--- src/rtl/aspt_pkg.sv ---
package aspt_pkg;
    localparam int SAMPLE_W = 32;
    localparam int BIT_W    = $clog2(SAMPLE_W);

    typedef enum logic [1:0] {
        FMT_TDM  = 2'b00,
        FMT_I2S  = 2'b01,
        FMT_LJ   = 2'b10,
        FMT_RSVD = 2'b11
    } fmt_e;

    typedef enum logic [1:0] {
        ST_IDLE,
        ST_LEAD,
        ST_SHIFT,
        ST_TAIL
    } st_e;

    // word length in bits for a 2-bit code
    function automatic logic [BIT_W:0] wlen_bits(input logic [1:0] code);
        logic [BIT_W:0] w;
        unique case (code)
            2'b00:   w = (BIT_W+1)'(16);
            2'b01:   w = (BIT_W+1)'(20);
            2'b10:   w = (BIT_W+1)'(24);
            default: w = (BIT_W+1)'(32);
        endcase
        return w;
    endfunction
endpackage

--- src/rtl/aspt_edge_sync.sv ---
module aspt_edge_sync (
    input  logic clk,
    input  logic rst_n,
    input  logic bclk,
    input  logic fsync,
    input  logic bclk_inv,
    input  logic fsync_inv,
    output logic tick,
    output logic fs_now
);
    logic bq, bq2, fq;

    always_ff @(posedge clk or negedge rst_n) begin
        if (!rst_n) begin
            bq  <= 1'b0;
            bq2 <= 1'b0;
            fq  <= 1'b0;
        end else begin
            bq  <= bclk ^ bclk_inv;
            bq2 <= bq;
            fq  <= fsync ^ fsync_inv;
        end
    end

    // transmit edge: falling edge of the effective bit clock
    assign tick   = bq2 & ~bq;
    assign fs_now = fq;
endmodule

--- src/rtl/aspt_seq.sv ---
module aspt_seq
    import aspt_pkg::*;
#(
    parameter int SLOT_W = 6,
    parameter int OFFS_W = 5
) (
    input  logic              clk,
    input  logic              rst_n,
    input  logic              tick,
    input  logic              fs_now,
    input  logic [1:0]        fmt,
    input  logic [1:0]        wlen_code,
    input  logic [OFFS_W-1:0] offset,
    output st_e               st,
    output logic              frame_start,
    output logic              active,
    output logic [SLOT_W-1:0] slot_code,
    output logic [BIT_W-1:0]  bit_idx
);
    localparam int LEAD_W = OFFS_W + 1;
    localparam logic [SLOT_W-1:0] FULL_LAST = '1;
    localparam logic [SLOT_W-1:0] HALF_LAST = {1'b0, {(SLOT_W-1){1'b1}}};

    st_e               st_n;
    logic              fs_prev, half, half_n;
    logic [LEAD_W-1:0] cnt, cnt_n, cnt_inc, lead;
    logic [SLOT_W-1:0] slot, slot_n, slot_inc, last_slot;
    logic [BIT_W-1:0]  bit_n;
    logic [BIT_W:0]    bit_inc, wl;
    logic              is_i2s, split, rise, fall, start_right;

    assign is_i2s    = (fmt == FMT_I2S);
    assign split     = is_i2s || (fmt == FMT_LJ);
    assign rise      = fs_now & ~fs_prev;
    assign fall      = ~fs_now & fs_prev;
    assign frame_start = tick && (is_i2s ? fall : rise);
    assign start_right = tick && split && (st != ST_IDLE) && (is_i2s ? rise : fall);
    assign lead      = {1'b0, offset} + {{(LEAD_W-1){1'b0}}, is_i2s};
    assign last_slot = split ? HALF_LAST : FULL_LAST;
    assign wl        = wlen_bits(wlen_code);
    assign cnt_inc   = cnt + {{(LEAD_W-1){1'b0}}, 1'b1};
    assign slot_inc  = slot + {{(SLOT_W-1){1'b0}}, 1'b1};
    assign bit_inc   = {1'b0, bit_idx} + {{BIT_W{1'b0}}, 1'b1};

    // state register
    always_ff @(posedge clk or negedge rst_n) begin
        if (!rst_n) begin
            st      <= ST_IDLE;
            fs_prev <= 1'b0;
            half    <= 1'b0;
            cnt     <= '0;
            slot    <= '0;
            bit_idx <= '0;
        end else begin
            st      <= st_n;
            if (tick) fs_prev <= fs_now;
            half    <= half_n;
            cnt     <= cnt_n;
            slot    <= slot_n;
            bit_idx <= bit_n;
        end
    end

    // next state
    always_comb begin
        st_n   = st;
        half_n = half;
        cnt_n  = cnt;
        slot_n = slot;
        bit_n  = bit_idx;
        if (frame_start || start_right) begin
            half_n = start_right;
            cnt_n  = '0;
            slot_n = '0;
            bit_n  = '0;
            st_n   = (lead == '0) ? ST_SHIFT : ST_LEAD;
        end else if (tick) begin
            unique case (st)
                ST_IDLE: ;
                ST_LEAD: begin
                    if (cnt_inc >= lead) st_n = ST_SHIFT;
                    else                 cnt_n = cnt_inc;
                end
                ST_SHIFT: begin
                    if (bit_inc >= wl) begin
                        bit_n = '0;
                        if (slot >= last_slot) st_n = ST_TAIL;
                        else                   slot_n = slot_inc;
                    end else begin
                        bit_n = bit_inc[BIT_W-1:0];
                    end
                end
                ST_TAIL: ;
                default: st_n = ST_IDLE;
            endcase
        end
    end

    // outputs
    always_comb begin
        active    = (st == ST_SHIFT);
        slot_code = split ? {half, slot[SLOT_W-2:0]} : slot;
    end

    AST_HOLD_NO_TICK: assert property (@(posedge clk) disable iff (!rst_n)
        !tick |=> $stable(st));
    AST_START_ACTS: assert property (@(posedge clk) disable iff (!rst_n)
        frame_start |=> (st != ST_IDLE));
endmodule

--- src/rtl/aspt_chmap.sv ---
module aspt_chmap
    import aspt_pkg::*;
#(
    parameter int NUM_CH = 4,
    parameter int SLOT_W = 6
) (
    input  logic                       clk,
    input  logic                       rst_n,
    input  logic                       frame_start,
    input  logic [NUM_CH*SAMPLE_W-1:0] samples,
    input  logic [NUM_CH*SLOT_W-1:0]   slot_cfg,
    input  logic                       active,
    input  logic [SLOT_W-1:0]          slot_code,
    input  logic [BIT_W-1:0]           bit_idx,
    output logic                       sd,
    output logic                       oe
);
    localparam int CH_W = (NUM_CH > 1) ? $clog2(NUM_CH) : 1;
    localparam logic [BIT_W-1:0] MSB_IDX = BIT_W'(SAMPLE_W - 1);

    logic [NUM_CH-1:0][SAMPLE_W-1:0] lat;
    logic [NUM_CH-1:0]               hit;
    logic [CH_W-1:0]                 sel;
    logic                            any;

    for (genvar g = 0; g < NUM_CH; g++) begin : g_ch
        always_ff @(posedge clk or negedge rst_n) begin
            if (!rst_n)           lat[g] <= '0;
            else if (frame_start) lat[g] <= samples[g*SAMPLE_W +: SAMPLE_W];
        end
        assign hit[g] = (slot_cfg[g*SLOT_W +: SLOT_W] == slot_code);
    end

    // lowest channel number wins
    always_comb begin
        sel = '0;
        any = 1'b0;
        for (int i = NUM_CH - 1; i >= 0; i--) begin
            if (hit[i]) begin
                sel = i[CH_W-1:0];
                any = 1'b1;
            end
        end
    end

    always_comb begin
        oe = active && any;
        sd = oe ? lat[sel][MSB_IDX - bit_idx] : 1'b0;
    end

    AST_LATCH_HOLD: assert property (@(posedge clk) disable iff (!rst_n)
        !frame_start |=> $stable(lat));
endmodule

--- src/rtl/aspt_tx.sv ---
module aspt_tx
    import aspt_pkg::*;
#(
    parameter int NUM_CH = 4,
    parameter int SLOT_W = 6,
    parameter int OFFS_W = 5
) (
    input  logic                       clk,
    input  logic                       rst_n,
    input  logic                       bclk,
    input  logic                       fsync,
    input  logic [1:0]                 cfg_fmt,
    input  logic [1:0]                 cfg_wlen,
    input  logic [OFFS_W-1:0]          cfg_offset,
    input  logic                       cfg_fsync_inv,
    input  logic                       cfg_bclk_inv,
    input  logic [NUM_CH*SAMPLE_W-1:0] ch_samples,
    input  logic [NUM_CH*SLOT_W-1:0]   ch_slots,
    output logic                       sdout,
    output logic                       sd_oe
);
    logic              tick, fs_now, frame_start, active;
    logic [SLOT_W-1:0] slot_code;
    logic [BIT_W-1:0]  bit_idx;
    st_e               st;

    aspt_edge_sync u_sync (
        .clk(clk), .rst_n(rst_n), .bclk(bclk), .fsync(fsync),
        .bclk_inv(cfg_bclk_inv), .fsync_inv(cfg_fsync_inv),
        .tick(tick), .fs_now(fs_now)
    );

    aspt_seq #(.SLOT_W(SLOT_W), .OFFS_W(OFFS_W)) u_seq (
        .clk(clk), .rst_n(rst_n), .tick(tick), .fs_now(fs_now),
        .fmt(cfg_fmt), .wlen_code(cfg_wlen), .offset(cfg_offset),
        .st(st), .frame_start(frame_start), .active(active),
        .slot_code(slot_code), .bit_idx(bit_idx)
    );

    aspt_chmap #(.NUM_CH(NUM_CH), .SLOT_W(SLOT_W)) u_map (
        .clk(clk), .rst_n(rst_n), .frame_start(frame_start),
        .samples(ch_samples), .slot_cfg(ch_slots), .active(active),
        .slot_code(slot_code), .bit_idx(bit_idx), .sd(sdout), .oe(sd_oe)
    );

    AST_IDLE_SILENT: assert property (@(posedge clk) disable iff (!rst_n)
        (st == ST_IDLE) |-> !sd_oe);
    AST_QUIET_LOW: assert property (@(posedge clk) disable iff (!rst_n)
        !sd_oe |-> !sdout);
    AST_OE_IN_SHIFT: assert property (@(posedge clk) disable iff (!rst_n)
        sd_oe |-> (st == ST_SHIFT));
endmodule

--- config.mk ---
export PLATFORM = sky130hd
export DESIGN_NAME = aspt_tx
export DESIGN_NICKNAME = d
export VERILOG_FILES = /design/src/rtl/aspt_pkg.sv /design/src/rtl/aspt_edge_sync.sv /design/src/rtl/aspt_seq.sv /design/src/rtl/aspt_chmap.sv /design/src/rtl/aspt_tx.sv
export SDC_FILE = /design/constraint.sdc
export NUM_CORES = 1
export LEC_CHECK = 0
export BUFFER_PORTS_ARGS = -buffer_cell sky130_fd_sc_hd__buf_2
export CAP_MARGIN = 20
export CORE_MARGIN = 4
export CORE_UTILIZATION = 33
export CTS_CLUSTER_SIZE = 24
export DETAILED_ROUTE_END_ITERATION = 7
export PLACE_DENSITY = 0.63
export SYNTH_ARGS = -nofsm -noshare
export SYNTH_HDL_FRONTEND = slang
export SYNTH_HIERARCHICAL = 1
export SYNTH_SLANG_ARGS = --single-unit
--- constraint.sdc ---
create_clock -name clk -period 5.2 [get_ports clk]
set_input_delay 0.26 -clock clk [delete_from_list [all_inputs] [get_ports clk]]
set_output_delay 0.26 -clock clk [all_outputs]
set_load 0.02 [all_outputs]
==> summary.md <==
| Metric | Value |
|---|---|
| Run status | `finished clean` |
| Sink Count | `152` |
| Iter 0 DRT Violations | `464` |
| Gates resized, CTS repair | `0` |
| Top post-synthesis cells by count | `dfrtp_1, mux2_2, nand2_1, o21ai_0, a21oi_1` |
| Fin nets | `1047` |
| Leakage power | `0.004265 uW` |
| Layout Skew | `0.01065 ns` |
| Via count | `6123` |
| Startpoint Class | `flip-flop` |
| Top cell family by delay on the critical path | `compound AO/OA/AOI/OAI gates` |
| Share of the synthesized area in the top cell type | `46.31%` |
| Critical Path Source | `u_seq/half` |
| Final period utilization | `88.64%` |
| Drt pass-1 iters | `5` |
| Hold Violations, Final | `0` |
| Die Ht | `165.8 um` |
| Critical Path End | `sdout` |
| Largest net degree at the start of global routing | `85` |
| Met2 wire length | `10.05 mm` |
| Initial Util | `33.67%` |
| WP data arrival | `4.35 ns` |
| Die width | `165.8 um` |
| Number of global-route vias before repair | `6366` |
| Slowest-stage cell, CP | `a21oi_4` |
| Cell Area, Synth | `8213 sq um` |
| CTS tree | `built` |
| Final setup vio count | `0` |
| Reg clk slew, reported paths | `0.06 ns` |
| Average wire per standard cell | `19.29 um` |
| Post-DP HPWL | `17.42 mm` |
| R2r setup slk | `1.75 ns` |
| Setup CP Type | `reg -> out` |
| Critical path peak fanout | `23` |
| Synth area leaders | `dfrtp_1, mux2_2, ha_1` |
| Sequential share of the synthesized area | `46.31%` |
| Final Max Tran Viols | `0` |
| Levels on crit path | `12` |
| Worst-Margin Slew | `1.124 ns` |
| Post-synthesis cell count | `706` |
| Ys flop type | `dfrtp_1` |
| IO buf count | `168` |
| Detailed Route WL | `23.11 mm` |
| WL met3 | `1.046 mm` |
| DRC violations left | `0` |
| Top-count cell post-synth | `dfrtp_1` |
| Vias per cell | `5.111` |
| Fmax | `217.0 MHz` |
| GR Util All Layers | `16.56%` |
| First-pass GRT wire length | `35.86 mm` |
| CTS buffer count | `17` |
| Root buffer cell | `clkbuf_16` |
| CORE AREA | `24390 sq um` |
| ANT nets after route | `0` |
| Slew margin rel. | `25.09%` |
| H-tree depth | `4` |
| Max cap viols | `0` |
| Highest routed layer | `met4` |
| Core Util, Final | `40.62%` |
| M1 WL | `11.64 mm` |
| Final Wtd Congestion | `0.8862` |
| Antenna Cells | `0` |
| Mean Syn Cell Area | `11.63 sq um` |
| RSZ-0062 raised after global routing | `false` |
| Ys async rst share | `100.0%` |
| Syn nets | `891` |
| TNS Setup | `0 ns` |
| CP bufs+invs | `2` |
| Ports | `169` |
| RR Endpoint | `u_seq/slot[4]` |
| Warnings, synthesis | `6` |
| EDFF count, synth | `0` |
| Register bit total from synthesis | `152` |
| Crit path required time | `4.94 ns` |
| Hold/Removal Path Class | `in -> reg` |
| Crit path time final | `4.609 ns` |
| Cell area power density | `470.9 nW/um^2` |
| Crit path cell chain | `inv_1, o21ai_0, xor2_1, nor4_4, o211ai_4, a21oi_4, mux2i_1, o221ai_1, o22ai_1, nor3_1, o311a_1, buf_2` |
| Reg area | `3804 sq um` |
| CTS Buffer Depth | `2` |
| Largest stage delay on the critical path | `0.72 ns` |
| Cell variety after synth | `71` |
| Fill count | `2396` |
| Worst r2r src | `u_seq/bit_idx[1]` |
| Antenna violations before repair | `0` |
| Setup crit end kind | `output port` |
| Layout Area Growth over Synthesis | `20.63%` |
| Max rail drop VDD | `0.2087 mV` |
| Synth area leader | `dfrtp_1` |
| Worst R2R Path Depth | `9` |
| Share of cells above drive strength 1 | `40.62%` |
| Area of the multi-input gates | `4123 sq um` |
| Rows | `57` |
| Die area | `27470 sq um` |
| Total grt overflow | `0` |
| Worst skew pair latency | `0.43 ns` |
-- metrics by stage --
step / instances / total power [uW] / hold slack [ns] / worst slack [ns] / area [sq um]
final: 1198 / 4665 / 0.03189 / 0.5907 / 9907
after floorplan: 706 / 2957 / -0.03559 / 1.750 / 8213
after detailed placement: 1163 / 3435 / 0.2196 / 0.6352 / 9293
after CTS: 1198 / 4691 / 0.005497 / 0.5791 / 9907
after global routing: 1198 / 4952 / 0.02523 / 0.1827 / 9907
after global placement: 1163 / 3412 / 0.2176 / 0.6472 / 9293
-- flip-flops by register name, indices dropped and copies added, names as in the netlist --
signal,count
u_sync/fs_now,1
u_map/lat,128
u_seq/fs_prev,1
u_seq/slot,6
u_sync/bq,1
u_seq/half,1
u_seq/bit_idx,5
u_seq/st,2
u_sync/bq2,1
u_seq/cnt,6
-- area by class of cell --
class | count | share of cell area (%)
Inverter | 15 | 0.5683
Tap cell | 324 | 4.092
Clock inverter | 13 | 1.364
Multi-Input combinational cell | 498 | 41.61
Clock buffer | 18 | 4.433
Timing Repair Buffer | 178 | 9.535
Sequential cell | 152 | 38.39
-- per-layer routing --
| layer | GRT usage [%] | vias to the layer above |
|---|---|---|
| met5 | 0 | - |
| met4 | 4.842 | 0 |
| met3 | 3.499 | 22 |
| met2 | 24.33 | 171 |
| met1 | 24.64 | 3002 |
| li1 | - | 2928 |
-- report_power, final --
part / internal [uW] / switching, uW / total [uW]
Combinational: 725 / 565 / 1290
Sequential: 1720 / 426 / 2150
Clock: 685 / 540 / 1230
-- worst register-to-register path, stage by stage (launching register included) --
cell and delay, ns:
dfrtp_1 1.08, ha_1 0.40, nand3_1 0.12, xnor2_1 0.19
ha_1 0.29, o21ai_0 0.07, a31oi_1 0.32, o211ai_1 0.33
or3_1 0.43, a21oi_1 0.16
-- how the worst min path moves through the flow --
stage	start	endpoint	slack, ns	depth (start not counted)
detailed placement	rst_n	u_seq/cnt[1]	0.22	1
global route	cfg_bclk_inv	u_sync/bq	0.03	2
finish	cfg_bclk_inv	u_sync/bq	0.03	2
global placement	rst_n	u_seq/cnt[0]	0.22	1
CTS	cfg_bclk_inv	u_sync/bq	0.005	2
floorplan	rst_n	u_map/lat[0]	-0.04	0
-- cell usage in the layout (no fill, tap or decap), types with 18 or more instances in the layout --
cell type	instances
a21oi_1	23
buf_2	167
dfrtp_1	152
ha_1	18
mux2_2	127
mux2i_1	19
nand2_1	40
nand3_1	19
nor2_1	18
o21ai_0	36
xnor2_1	23
-- kinds of logic after synthesis --
logic type | after synthesis | synth area share, %
mux | 154 | 21.01
flops | 152 | 46.31
compound gates | 148 | 13.41
simple gates | 140 | 8.851
buf+inv | 56 | 3.626
xor+xnor | 38 | 4.052
fa+ha+maj | 18 | 2.742
-- timing repair --
item,4_1_cts,5_1_grt
endpoints found under the hold margin,46,0
hold buffers,4,0
setup buffers,0,0
Power figures use the tool's default switching activity.
